$ cat src/rtl/canrx_pkg.sv
package canrx_pkg;

  localparam int REC_MAX  = 13;
  localparam int HDR_STD  = 3;
  localparam int HDR_EXT  = 5;
  localparam int DATA_MAX = 8;
  localparam int LENW     = $clog2(REC_MAX + 1);

  typedef logic [REC_MAX-1:0][7:0] rec_t;

  // Record size decoded from an information byte.
  function automatic logic [LENW-1:0] rec_len_f(input logic [7:0] info);
    logic [LENW-1:0] hdr;
    logic [LENW-1:0] nd;
    hdr = info[7] ? LENW'(HDR_EXT) : LENW'(HDR_STD);
    if (info[6])
      nd = '0;
    else if (info[3:0] > 4'(DATA_MAX))
      nd = LENW'(DATA_MAX);
    else
      nd = LENW'(info[3:0]);
    return hdr + nd;
  endfunction

endpackage

$ cat src/rtl/canrx_rec_pack.sv
module canrx_rec_pack
  import canrx_pkg::*;
(
  input  logic            ext,
  input  logic            rtr,
  input  logic [3:0]      dlc,
  input  logic [28:0]     id,
  input  logic [63:0]     data,
  output rec_t            rec,
  output logic [LENW-1:0] len
);

  logic [7:0]      info;
  logic [LENW-1:0] nhdr;
  logic [LENW-1:0] ndata;

  always_comb begin
    info  = {ext, rtr, 2'b00, dlc};
    len   = rec_len_f(info);
    nhdr  = ext ? LENW'(HDR_EXT) : LENW'(HDR_STD);
    ndata = len - nhdr;
    rec   = '0;
    rec[0] = info;
    if (ext) begin
      rec[1] = id[28:21];
      rec[2] = id[20:13];
      rec[3] = id[12:5];
      rec[4] = {id[4:0], 3'b000};
    end else begin
      rec[1] = id[10:3];
      rec[2] = {id[2:0], 5'b00000};
    end
    for (int j = 0; j < DATA_MAX; j++) begin
      if (LENW'(j) < ndata)
        rec[int'(nhdr) + j] = data[8*j +: 8];
    end
  end

endmodule

$ cat src/rtl/canrx_byte_store.sv
module canrx_byte_store #(
  parameter  int DEPTH = 64,
  localparam int PTRW  = $clog2(DEPTH)
) (
  input  logic            clk,
  input  logic            we,
  input  logic [PTRW-1:0] waddr,
  input  logic [7:0]      wdata,
  input  logic [PTRW-1:0] raddr_a,
  output logic [7:0]      rdata_a,
  input  logic [PTRW-1:0] raddr_b,
  output logic [7:0]      rdata_b
);

  logic [7:0] cells [DEPTH];

  for (genvar g = 0; g < DEPTH; g++) begin : g_cell
    logic       cell_en;
    logic [7:0] cell_q;
    assign cell_en = we && (waddr == PTRW'(g));
    always_ff @(posedge clk) begin
      if (cell_en)
        cell_q <= wdata;
    end
    assign cells[g] = cell_q;
  end

  assign rdata_a = cells[raddr_a];
  assign rdata_b = cells[raddr_b];

endmodule

$ cat src/rtl/canrx_fifo_ctrl.sv
module canrx_fifo_ctrl
  import canrx_pkg::*;
#(
  parameter  int SIZE = 64,
  localparam int PTRW = $clog2(SIZE),
  localparam int CNTW = $clog2(SIZE + 1)
) (
  input  logic            clk,
  input  logic            rst_ni,
  input  logic            op_mode,
  input  logic            frm_valid,
  output logic            frm_ready,
  input  rec_t            rec_in,
  input  logic [LENW-1:0] rec_len_in,
  input  logic [7:0]      head_byte,
  input  logic            rel_cmd,
  input  logic            clr_ovr,
  output logic            we,
  output logic [PTRW-1:0] waddr,
  output logic [7:0]      wdata,
  output logic [PTRW-1:0] start_ptr,
  output logic [CNTW-1:0] byte_cnt,
  output logic [CNTW-1:0] msg_cnt,
  output logic            rx_sts,
  output logic            ovr_sts,
  output logic            busy
);

  localparam int SUMW = CNTW + 1;

  logic            busy_q, busy_n;
  logic [LENW-1:0] idx_q, idx_n;
  logic [LENW-1:0] len_q;
  rec_t            hold_q;
  logic [PTRW-1:0] wr_q, wr_n;
  logic [PTRW-1:0] start_q, start_n;
  logic [CNTW-1:0] bcnt_q, bcnt_n;
  logic [CNTW-1:0] mcnt_q, mcnt_n;
  logic            rx_q, rx_n;
  logic            ovr_q, ovr_n;
  logic            op_q;

  logic            accept, ovf, store, commit, leave, rel_ok;
  logic [SUMW-1:0] need;
  logic [LENW-1:0] head_len;

  always_comb begin
    frm_ready = op_mode && !busy_q;
    accept    = frm_valid && frm_ready;
    need      = SUMW'(bcnt_q) + SUMW'(rec_len_in);
    ovf       = need > SUMW'(SIZE);
    store     = accept && !ovf;
    leave     = op_mode && !op_q;
    commit    = busy_q && op_mode && (idx_q == len_q - LENW'(1));
    head_len  = rec_len_f(head_byte);
    rel_ok    = rel_cmd && (mcnt_q != '0) && !leave;
    we        = busy_q && op_mode;
    waddr     = wr_q + PTRW'(idx_q);
    wdata     = hold_q[idx_q];
  end

  // next-state
  always_comb begin
    busy_n  = busy_q;
    idx_n   = idx_q;
    wr_n    = wr_q;
    start_n = start_q;
    bcnt_n  = bcnt_q;
    mcnt_n  = mcnt_q;
    rx_n    = rx_q;
    ovr_n   = ovr_q;

    if (!op_mode)
      busy_n = 1'b0;
    else if (store)
      busy_n = 1'b1;
    else if (commit)
      busy_n = 1'b0;

    if (store)
      idx_n = '0;
    else if (busy_q && !commit)
      idx_n = idx_q + LENW'(1);

    if (leave) begin
      wr_n   = start_q;
      bcnt_n = '0;
      mcnt_n = '0;
      rx_n   = 1'b0;
    end else begin
      if (commit)
        wr_n = wr_q + PTRW'(len_q);
      if (rel_ok)
        start_n = start_q + PTRW'(head_len);
      bcnt_n = bcnt_q + (commit ? CNTW'(len_q) : '0)
                      - (rel_ok ? CNTW'(head_len) : '0);
      mcnt_n = mcnt_q + (commit ? CNTW'(1) : '0)
                      - (rel_ok ? CNTW'(1) : '0);
      if (commit)
        rx_n = 1'b1;
      else if (rel_ok && mcnt_q == CNTW'(1))
        rx_n = 1'b0;
    end

    if (accept && ovf)
      ovr_n = 1'b1;
    else if (clr_ovr)
      ovr_n = 1'b0;
  end

  // registers
  always_ff @(posedge clk or negedge rst_ni) begin
    if (!rst_ni) begin
      busy_q  <= 1'b0;
      idx_q   <= '0;
      wr_q    <= '0;
      start_q <= '0;
      bcnt_q  <= '0;
      mcnt_q  <= '0;
      rx_q    <= 1'b0;
      ovr_q   <= 1'b0;
      op_q    <= 1'b0;
    end else begin
      busy_q  <= busy_n;
      idx_q   <= idx_n;
      wr_q    <= wr_n;
      start_q <= start_n;
      bcnt_q  <= bcnt_n;
      mcnt_q  <= mcnt_n;
      rx_q    <= rx_n;
      ovr_q   <= ovr_n;
      op_q    <= op_mode;
    end
  end

  // record hold register, loaded only on a stored accept
  always_ff @(posedge clk or negedge rst_ni) begin
    if (!rst_ni) begin
      len_q  <= '0;
      hold_q <= '0;
    end else if (store) begin
      len_q  <= rec_len_in;
      hold_q <= rec_in;
    end
  end

  assign start_ptr = start_q;
  assign byte_cnt  = bcnt_q;
  assign msg_cnt   = mcnt_q;
  assign rx_sts    = rx_q;
  assign ovr_sts   = ovr_q;
  assign busy      = busy_q;

  // R9 occupancy never passes the buffer size
  a_r9_no_overflow: assert property (@(posedge clk) disable iff (!rst_ni)
    bcnt_q <= CNTW'(SIZE));

  a_r4_ready_low_busy: assert property (@(posedge clk) disable iff (!rst_ni)
    busy_q |-> !frm_ready);

  a_r8_sts_tracks_cnt: assert property (@(posedge clk) disable iff (!rst_ni)
    rx_q == (mcnt_q != '0));

  a_r12_empty_consistent: assert property (@(posedge clk) disable iff (!rst_ni)
    (mcnt_q == '0) |-> (bcnt_q == '0));

  a_r7_release_empty: assert property (@(posedge clk) disable iff (!rst_ni)
    (rel_cmd && mcnt_q == '0 && !commit && !leave) |=> $stable(bcnt_q) && $stable(start_q));

  a_r6_release_pops: assert property (@(posedge clk) disable iff (!rst_ni)
    (rel_ok && !commit) |=> (mcnt_q == $past(mcnt_q) - CNTW'(1)));

  a_r9_overrun_flag: assert property (@(posedge clk) disable iff (!rst_ni)
    (accept && ovf) |=> ovr_q);

  a_r11_no_store_in_reset: assert property (@(posedge clk) disable iff (!rst_ni)
    !op_mode |-> !we && !frm_ready);

endmodule

$ cat src/rtl/canrx_record_fifo.sv
module canrx_record_fifo
  import canrx_pkg::*;
#(
  parameter  int SIZE = 64,
  localparam int PTRW = $clog2(SIZE),
  localparam int CNTW = $clog2(SIZE + 1)
) (
  input  logic            clk,
  input  logic            rst_n,
  input  logic            op_mode,
  input  logic            frm_valid,
  output logic            frm_ready,
  input  logic            frm_ext,
  input  logic            frm_rtr,
  input  logic [3:0]      frm_dlc,
  input  logic [28:0]     frm_id,
  input  logic [63:0]     frm_data,
  input  logic            rel_cmd,
  input  logic            clr_ovr,
  input  logic [4:0]      host_addr,
  output logic [7:0]      host_rdata,
  output logic [CNTW-1:0] byte_cnt,
  output logic [CNTW-1:0] msg_cnt,
  output logic            rx_sts,
  output logic            ovr_sts,
  output logic            rcv_busy,
  output logic            irq
);

  localparam logic [4:0] WIN_LO = 5'd16;
  localparam logic [4:0] WIN_HI = WIN_LO + 5'(REC_MAX - 1);

  logic [1:0] rst_sync_q;
  logic       rst_ni;

  always_ff @(posedge clk or negedge rst_n) begin
    if (!rst_n)
      rst_sync_q <= 2'b00;
    else
      rst_sync_q <= {rst_sync_q[0], 1'b1};
  end
  assign rst_ni = rst_sync_q[1];

  rec_t            rec;
  logic [LENW-1:0] rec_len;
  logic            we;
  logic [PTRW-1:0] waddr;
  logic [7:0]      wdata;
  logic [PTRW-1:0] start_ptr;
  logic [PTRW-1:0] win_addr;
  logic [7:0]      win_byte;
  logic [7:0]      head_byte;
  logic            win_hit;
  logic [4:0]      win_off;

  canrx_rec_pack u_pack (
    .ext  (frm_ext),
    .rtr  (frm_rtr),
    .dlc  (frm_dlc),
    .id   (frm_id),
    .data (frm_data),
    .rec  (rec),
    .len  (rec_len)
  );

  canrx_fifo_ctrl #(.SIZE(SIZE)) u_ctrl (
    .clk        (clk),
    .rst_ni     (rst_ni),
    .op_mode    (op_mode),
    .frm_valid  (frm_valid),
    .frm_ready  (frm_ready),
    .rec_in     (rec),
    .rec_len_in (rec_len),
    .head_byte  (head_byte),
    .rel_cmd    (rel_cmd),
    .clr_ovr    (clr_ovr),
    .we         (we),
    .waddr      (waddr),
    .wdata      (wdata),
    .start_ptr  (start_ptr),
    .byte_cnt   (byte_cnt),
    .msg_cnt    (msg_cnt),
    .rx_sts     (rx_sts),
    .ovr_sts    (ovr_sts),
    .busy       (rcv_busy)
  );

  always_comb begin
    win_hit  = op_mode && (host_addr >= WIN_LO) && (host_addr <= WIN_HI);
    win_off  = host_addr - WIN_LO;
    win_addr = start_ptr + PTRW'(win_off);
  end

  canrx_byte_store #(.DEPTH(SIZE)) u_store (
    .clk     (clk),
    .we      (we),
    .waddr   (waddr),
    .wdata   (wdata),
    .raddr_a (win_addr),
    .rdata_a (win_byte),
    .raddr_b (start_ptr),
    .rdata_b (head_byte)
  );

  assign host_rdata = win_hit ? win_byte : 8'h00;
  assign irq        = rx_sts | ovr_sts;

  // R5 window is silent outside operating mode
  a_r5_window_quiet: assert property (@(posedge clk) disable iff (!rst_ni)
    !op_mode |-> host_rdata == 8'h00);

endmodule

$ cat config.mk
export PLATFORM = sky130hd
export DESIGN_NAME = canrx_record_fifo
export DESIGN_NICKNAME = d
export VERILOG_FILES = /design/src/rtl/canrx_pkg.sv /design/src/rtl/canrx_rec_pack.sv /design/src/rtl/canrx_byte_store.sv /design/src/rtl/canrx_fifo_ctrl.sv /design/src/rtl/canrx_record_fifo.sv
export SDC_FILE = /design/constraint.sdc
export NUM_CORES = 1
export LEC_CHECK = 0
export BUFFER_PORTS_ARGS = -buffer_cell sky130_fd_sc_hd__buf_2
export CAP_MARGIN = 20
export CORE_MARGIN = 2
export CORE_UTILIZATION = 58
export CTS_CLUSTER_DIAMETER = 30
export CTS_CLUSTER_SIZE = 10
export DETAILED_ROUTE_END_ITERATION = 8
export GPL_TIMING_DRIVEN = 0
export PLACE_DENSITY = 0.77
export SLEW_MARGIN = 20
export SYNTH_ARGS = -nofsm -noshare
export SYNTH_HDL_FRONTEND = slang
export SYNTH_SLANG_ARGS = --single-unit
$ cat constraint.sdc
create_clock -name clk -period 12 [get_ports clk]
set_clock_uncertainty 0.1 [all_clocks]
set_input_delay 2.4 -clock clk [delete_from_list [all_inputs] [get_ports clk]]
set_output_delay 2.4 -clock clk [all_outputs]
set_load 0.005 [all_outputs]
---- Word level (Yosys, flattened, before mapping) ----
Cells that the tools add are included.
word-level totals
  latch bits .............................. 0
  memory bits (writable) .................. 0
  bits in read-only memories .............. 0
  output and inout port bits .............. 27
  memories kept ........................... 0
  input port bits ......................... 110
  flip-flop bits (word level) ............. 656
  logic and storage cells ................. 376
cells by class
  $lt $le $gt $ge ......................... 32
  $add $sub $neg .......................... 22
  mux-type cells .......................... 67
  equal/unequal tests ..................... 66
  multiply operators ...................... 0
  reduce and logical (&&, ||, !) cells .... 97
  div/mod/pow operators ................... 0
  bitwise logic cells ..................... 4
  shift operators ......................... 0
operators with widths
  cell                   count
  $bwmux W104            8
  $mux W104              8
  $demux W8 S4           8
  $ge A32 B1 Y1 const B  7
  $lt A32 B6 Y1 const B  7
  $eq A6 B6 Y1 const B   32
  $mux W8                14
  $bmux W8 S6            2
  $eq A6 B5 Y1 const B   16
  $logic_and A1 B1 Y1    85
  $eq A6 B4 Y1 const B   8
  $bmux W8 S4            1
  $mux W16               2
  $mux W4                8
  $eq A6 B3 Y1 const B   4
  $add A4 B3 Y5 const B  4
  $add A6 B4 Y6          3
  $lt A3 B4 Y1 const A   4
  $add A7 B7 Y7          2
  $ge A7 B7 Y1 const B   2
  $mux W7                2
  $not A6 Y7             2
  $sub A7 B7 Y7          2
  $eq A6 B2 Y1 const B   2
  33 further kinds       55

---- Depth between registers and ports, before layout ----
  depth after elaboration ................. 21
  mapped depth ............................ 23
  mapped depth without buffers ............ 20

---- Modules after synthesis ----
A second synthesis with hierarchy kept.
unflattened totals
  cell total of the unflattened synthesis .. 2123
  area, all modules ....................... 33945.1 um2
modules (own cells, without submodules)
  module             area an instance (um2)  cells each  sequential area each (um2)  instances
  canrx_byte_store   24041.8                 1215        15374.7                     1
  canrx_fifo_ctrl    7836.3                  599         3553.4                      1
  canrx_rec_pack     1742.9                  271         0.0                         1
  canrx_record_fifo  324.1                   38          50.0                        1

---- Least setup slack after synthesis ----
Ideal clock, no wire load.
  path kind ............................... input-to-output
  start ................................... input host_addr[0]
  end ..................................... output host_rdata[0]
  stages on the path ...................... 9
  path slack .............................. 4.389 ns
  arrival time ............................ 5.111 ns
  path buffers ............................ 3
  required time ........................... 9.500 ns
  cell sequence ........................... ha_1 fa_1 clkbuf_1 clkbuf_1 clkbuf_1 mux4_2 mux4_2 mux2i_1 a211oi_1
between the ends
  longest elaborated chain between the ends .. 7
  elaborated cells between the ends (all ways) .. 11
  those cells by class .................... 2 x add/sub; 2 x order compare; 4 x mux; 1 x bitwise; 2 x reduce/logical
ends and longest elaborated chain
  what                                        RTL line                  text
  start, declared                             canrx_record_fifo.sv:20   input logic [4:0] host_addr,
  $sub A5 B5 Y5                               canrx_record_fifo.sv:90   win_off = host_addr - WIN_LO;
  $add A6 B5 Y6                               canrx_record_fifo.sv:91   win_addr = start_ptr + PTRW'(win_off);
  $not A6 Y7 (not written as such)            canrx_byte_store.sv:28    assign rdata_a = cells[raddr_a];
  $bmux W8 S6                                 canrx_byte_store.sv:28
  $mux W8 (not written as such) (2 in a row)  canrx_byte_store.sv:28
  $mux W8 *                                   canrx_record_fifo.sv:105  assign host_rdata = win_hit ? win_byte : 8'h00;
  end, declared                               canrx_record_fifo.sv:21   output logic [7:0] host_rdata,
Mark *: on every way between the ends. The rest lies on a longest branch, timed or not. The select of a mux whose other input is x is not followed.

---- Worst setup path after layout ----
  start ................................... input host_addr[0]
  end ..................................... output host_rdata[1]
Same word-level chain as after synthesis.

==> flow_summary.toml <==
[outcome]
outcome = "finished, final reports clean"

[placement]
place.detailed.hpwl_mm = 63.1
dp_worst_setup_slack_ps = 2330
globalplace.congestion = 0.990
io_buffer_count = 136

[sta]
final_max_slew_viol_count = 0
timing.hold.ws_ps = 258
setup_repair_after_global_routing_missed_its_margin = "false"
setup_ws_ps = 2140
totalNegativeSetupSlack_ps = 0
fmax_mhz = 101
worst-slew-pin-transition_ps = 1300
min_period_ps = 9860
hold_violations = 0
finalCritPeriodShare = 0.822
final_setup_violations = 0
slew_headroom = 0.132

[layout]
flow.area_growth_from_synthesis_pct = 21.4
sequential_cell_area_mm2 = 0.0189
filler_cell_count = 3164
final_core_util = 0.715
final_common_cell = "sky130_fd_sc_hd__edfxtp_1"
final_nets = 2309
multi_input_area_mm2 = 0.0124
layout-drive-gt1-share = 0.382
most-common-layout-cells = "512 x sky130_fd_sc_hd__edfxtp_1, 292 x sky130_fd_sc_hd__mux4_2, 180 x sky130_fd_sc_hd__buf_2, 141 x sky130_fd_sc_hd__dfrtp_1, 137 x sky130_fd_sc_hd__clkbuf_16"

[logic_synthesis]
synth.ff_latch_count = 654
synth.cell_area_mm2 = 0.0319
synth_sequential_area_ratio = 0.594
synth.lib_cells_used.distinct = 59
asyncSetResetFlopFracSynth = 0.217
synth_flop_type = "sky130_fd_sc_hd__edfxtp_1"
top_cell_type_s_share_of_synthesized_area = 0.482
post_synth_main_area_contributors = "sky130_fd_sc_hd__edfxtp_1 48%, sky130_fd_sc_hd__mux4_2 21%, sky130_fd_sc_hd__dfrtp_1 11%"
number_of_synthesized_flops_with_an_enable_pin = 512
yosys_warn_count = 0
synth_cells = 1848
syn_area_per_cell_um2 = 17.3
netlist.top_cell.by_area = "sky130_fd_sc_hd__edfxtp_1"
syn_nets = 2019

[pwr]
power_leakage_nw = 14.0
power.density_mw_per_mm2 = 341
worst_ir_drop_vdd_mv = 0.229

[setup_path]
worst_setup_path_end_kind = "output pin"
arrival_ps = 7360
cp_data_required_time_ps = 9500
crit_fanout = 10
cp-start-kind = "input port"
worst-r2r-cell-count = 23
timing.setup.critical_path_class = "in -> out"

[clock_tree]
worstSkewPairLatency_ps = 730
tritoncts = "built"
cts_resized = 0
cts_root_buf = "sky130_fd_sc_hd__clkbuf_16"
numCtsBuffers = 132
cts_htree_levels = 4
ctsHoldBuffers = 0
postcts_setup_bufs = 0
cts_max_path_buffers = 3
clk_transition_reported_paths_ps = 50
sink_count = 654

[grt]
grtUsageTotal = 0.363
first_global_vias = 22100
globalRoute.totalOverflow = 0
pin_count_of_the_biggest_net_entering_global_routing = 57
number_of_antenna_violations_at_the_first_check_in_global_routing = 6
first_pass_grt_wire_length_mm = 146

[die]
die_h_um = 238
starting_density_of_the_core = 0.589
fp.dieArea_mm2 = 0.0569
design.core.area_mm2 = 0.0541
std_cell_rows = 85
io-pin-count = 137
fp.dieW_um = 238

[drt]
per_cell_via_count_in_the_routed_design = 7.21
detailroute.via_count = 21200
drt_drc_violations_left = 0
wirelength_mm = 100
drtAntennaViolNets = 0
first_iter_violations = 3294
detail_route.wl_per_cell_um = 34.0
drt-pass1-iter-count = 9

[run]
maxCapViolations = 0

[min_path]
min_delay_path_depth = 0
min_path_type = "reg -> reg"
cells in the mapped netlist, drive strengths merged, types with 4 or more instances:
cell type,number
a211oi,19
a21o,16
a21oi,38
a221oi,6
a22o,36
a22oi,4
a31oi,9
a32o,24
and2,6
buf,63
clkbuf,44
dfrtp,142
edfxtp,512
fa,12
ha,49
inv,68
mux2,101
mux2i,53
mux4,292
nand2,91
nand2b,6
nand3,8
nor2,103
nor2b,24
nor3,10
nor4,4
o211ai,4
o21ai,22
o21bai,4
o22ai,6
or3,5
xnor2,34
xor2,12
state kept, by name (all words and copies together), names as in the netlist:
register,cells
rst_sync_q,2
u_ctrl.len_q,4
u_ctrl.msg_cnt,7
u_ctrl.start_ptr,6
u_ctrl.byte_cnt,7
u_ctrl.wr_q,6
u_ctrl.busy,1
u_ctrl.rx_sts,1
u_ctrl.op_q,1
u_ctrl.hold_q,102
u_ctrl.idx_q,4
u_store.g_cell.cell_q,512
u_ctrl.ovr_sts,1
area by class of cell:
type	count	share of cell area
sequential	654	0.489
multi-input combinational	1017	0.319
clock buffer	158	0.0914
timing repair buffer	156	0.0302
clock inverter	83	0.0277
tap	696	0.0225
buffer	107	0.0129
inverter	70	0.00679
antenna	1	0.0000647
through the flow:
stage          power (mW)  cells  area, um^2
2_1_floorplan        7.04   1848       31900
3_3_place_gp         8.68   2680       33400
3_5_place_dp         9.11   2700       34100
4_1_cts              13.0   2941       38700
5_1_grt              13.6   2941       38700
6_report             13.2   2942       38700
path summary, 6_finish.rpt:
kind | from | endpoint | slack (ps)
max | host_addr[0] | host_rdata[1] | 2140
min | rst_sync_q[0] | rst_sync_q[1] | 260
max reg2reg | u_ctrl.start_ptr[1] | u_ctrl.byte_cnt[6] | 4920
min reg2reg | rst_sync_q[0] | rst_sync_q[1] | 260
max in group asynchronous | rst_n | rst_sync_q[1] | 10330
min in group asynchronous | rst_sync_q[1] | u_ctrl.rx_sts | 280
layer usage:
layer	GRT usage	share of wire	vias to the layer above
met5	0.0113	0.0012	-
met1	0.448	0.33	10600
met4	0.195	0.065	10
met3	0.140	0.14	541
li1	-	-	8133
met2	0.559	0.46	1904
critical path: stages:
cell and delay (ps):
sky130_fd_sc_hd__buf_2 120, sky130_fd_sc_hd__ha_1 220, sky130_fd_sc_hd__fa_1 500, sky130_fd_sc_hd__clkbuf_1 590
sky130_fd_sc_hd__clkbuf_1 840, sky130_fd_sc_hd__clkbuf_1 800, sky130_fd_sc_hd__mux4_2 410, sky130_fd_sc_hd__mux4_2 490
sky130_fd_sc_hd__mux2i_1 580, sky130_fd_sc_hd__a211oi_1 210, sky130_fd_sc_hd__buf_2 180
where the power goes:
| part | total (mW) | switching, mW | leakage (nW) | internal, mW |
|---|---|---|---|---|
| clock network | 3.81 | 1.23 | 2.25 | 2.57 |
| logic | 5.87 | 3.40 | 5.34 | 2.46 |
| registers | 3.51 | 0.201 | 6.41 | 3.31 |
cell families after synthesis:
family	share of synthesized area
muxes	0.259
buffers and inverters	0.0239
AOI/OAI and AO/OA	0.0464
and+or+nand+nor	0.0376
adders and majority gates	0.0268
xor gates and xnor gates	0.0132
other	0.000118
DFF	0.594
Note: power is estimated with default switching activity, not from simulation.
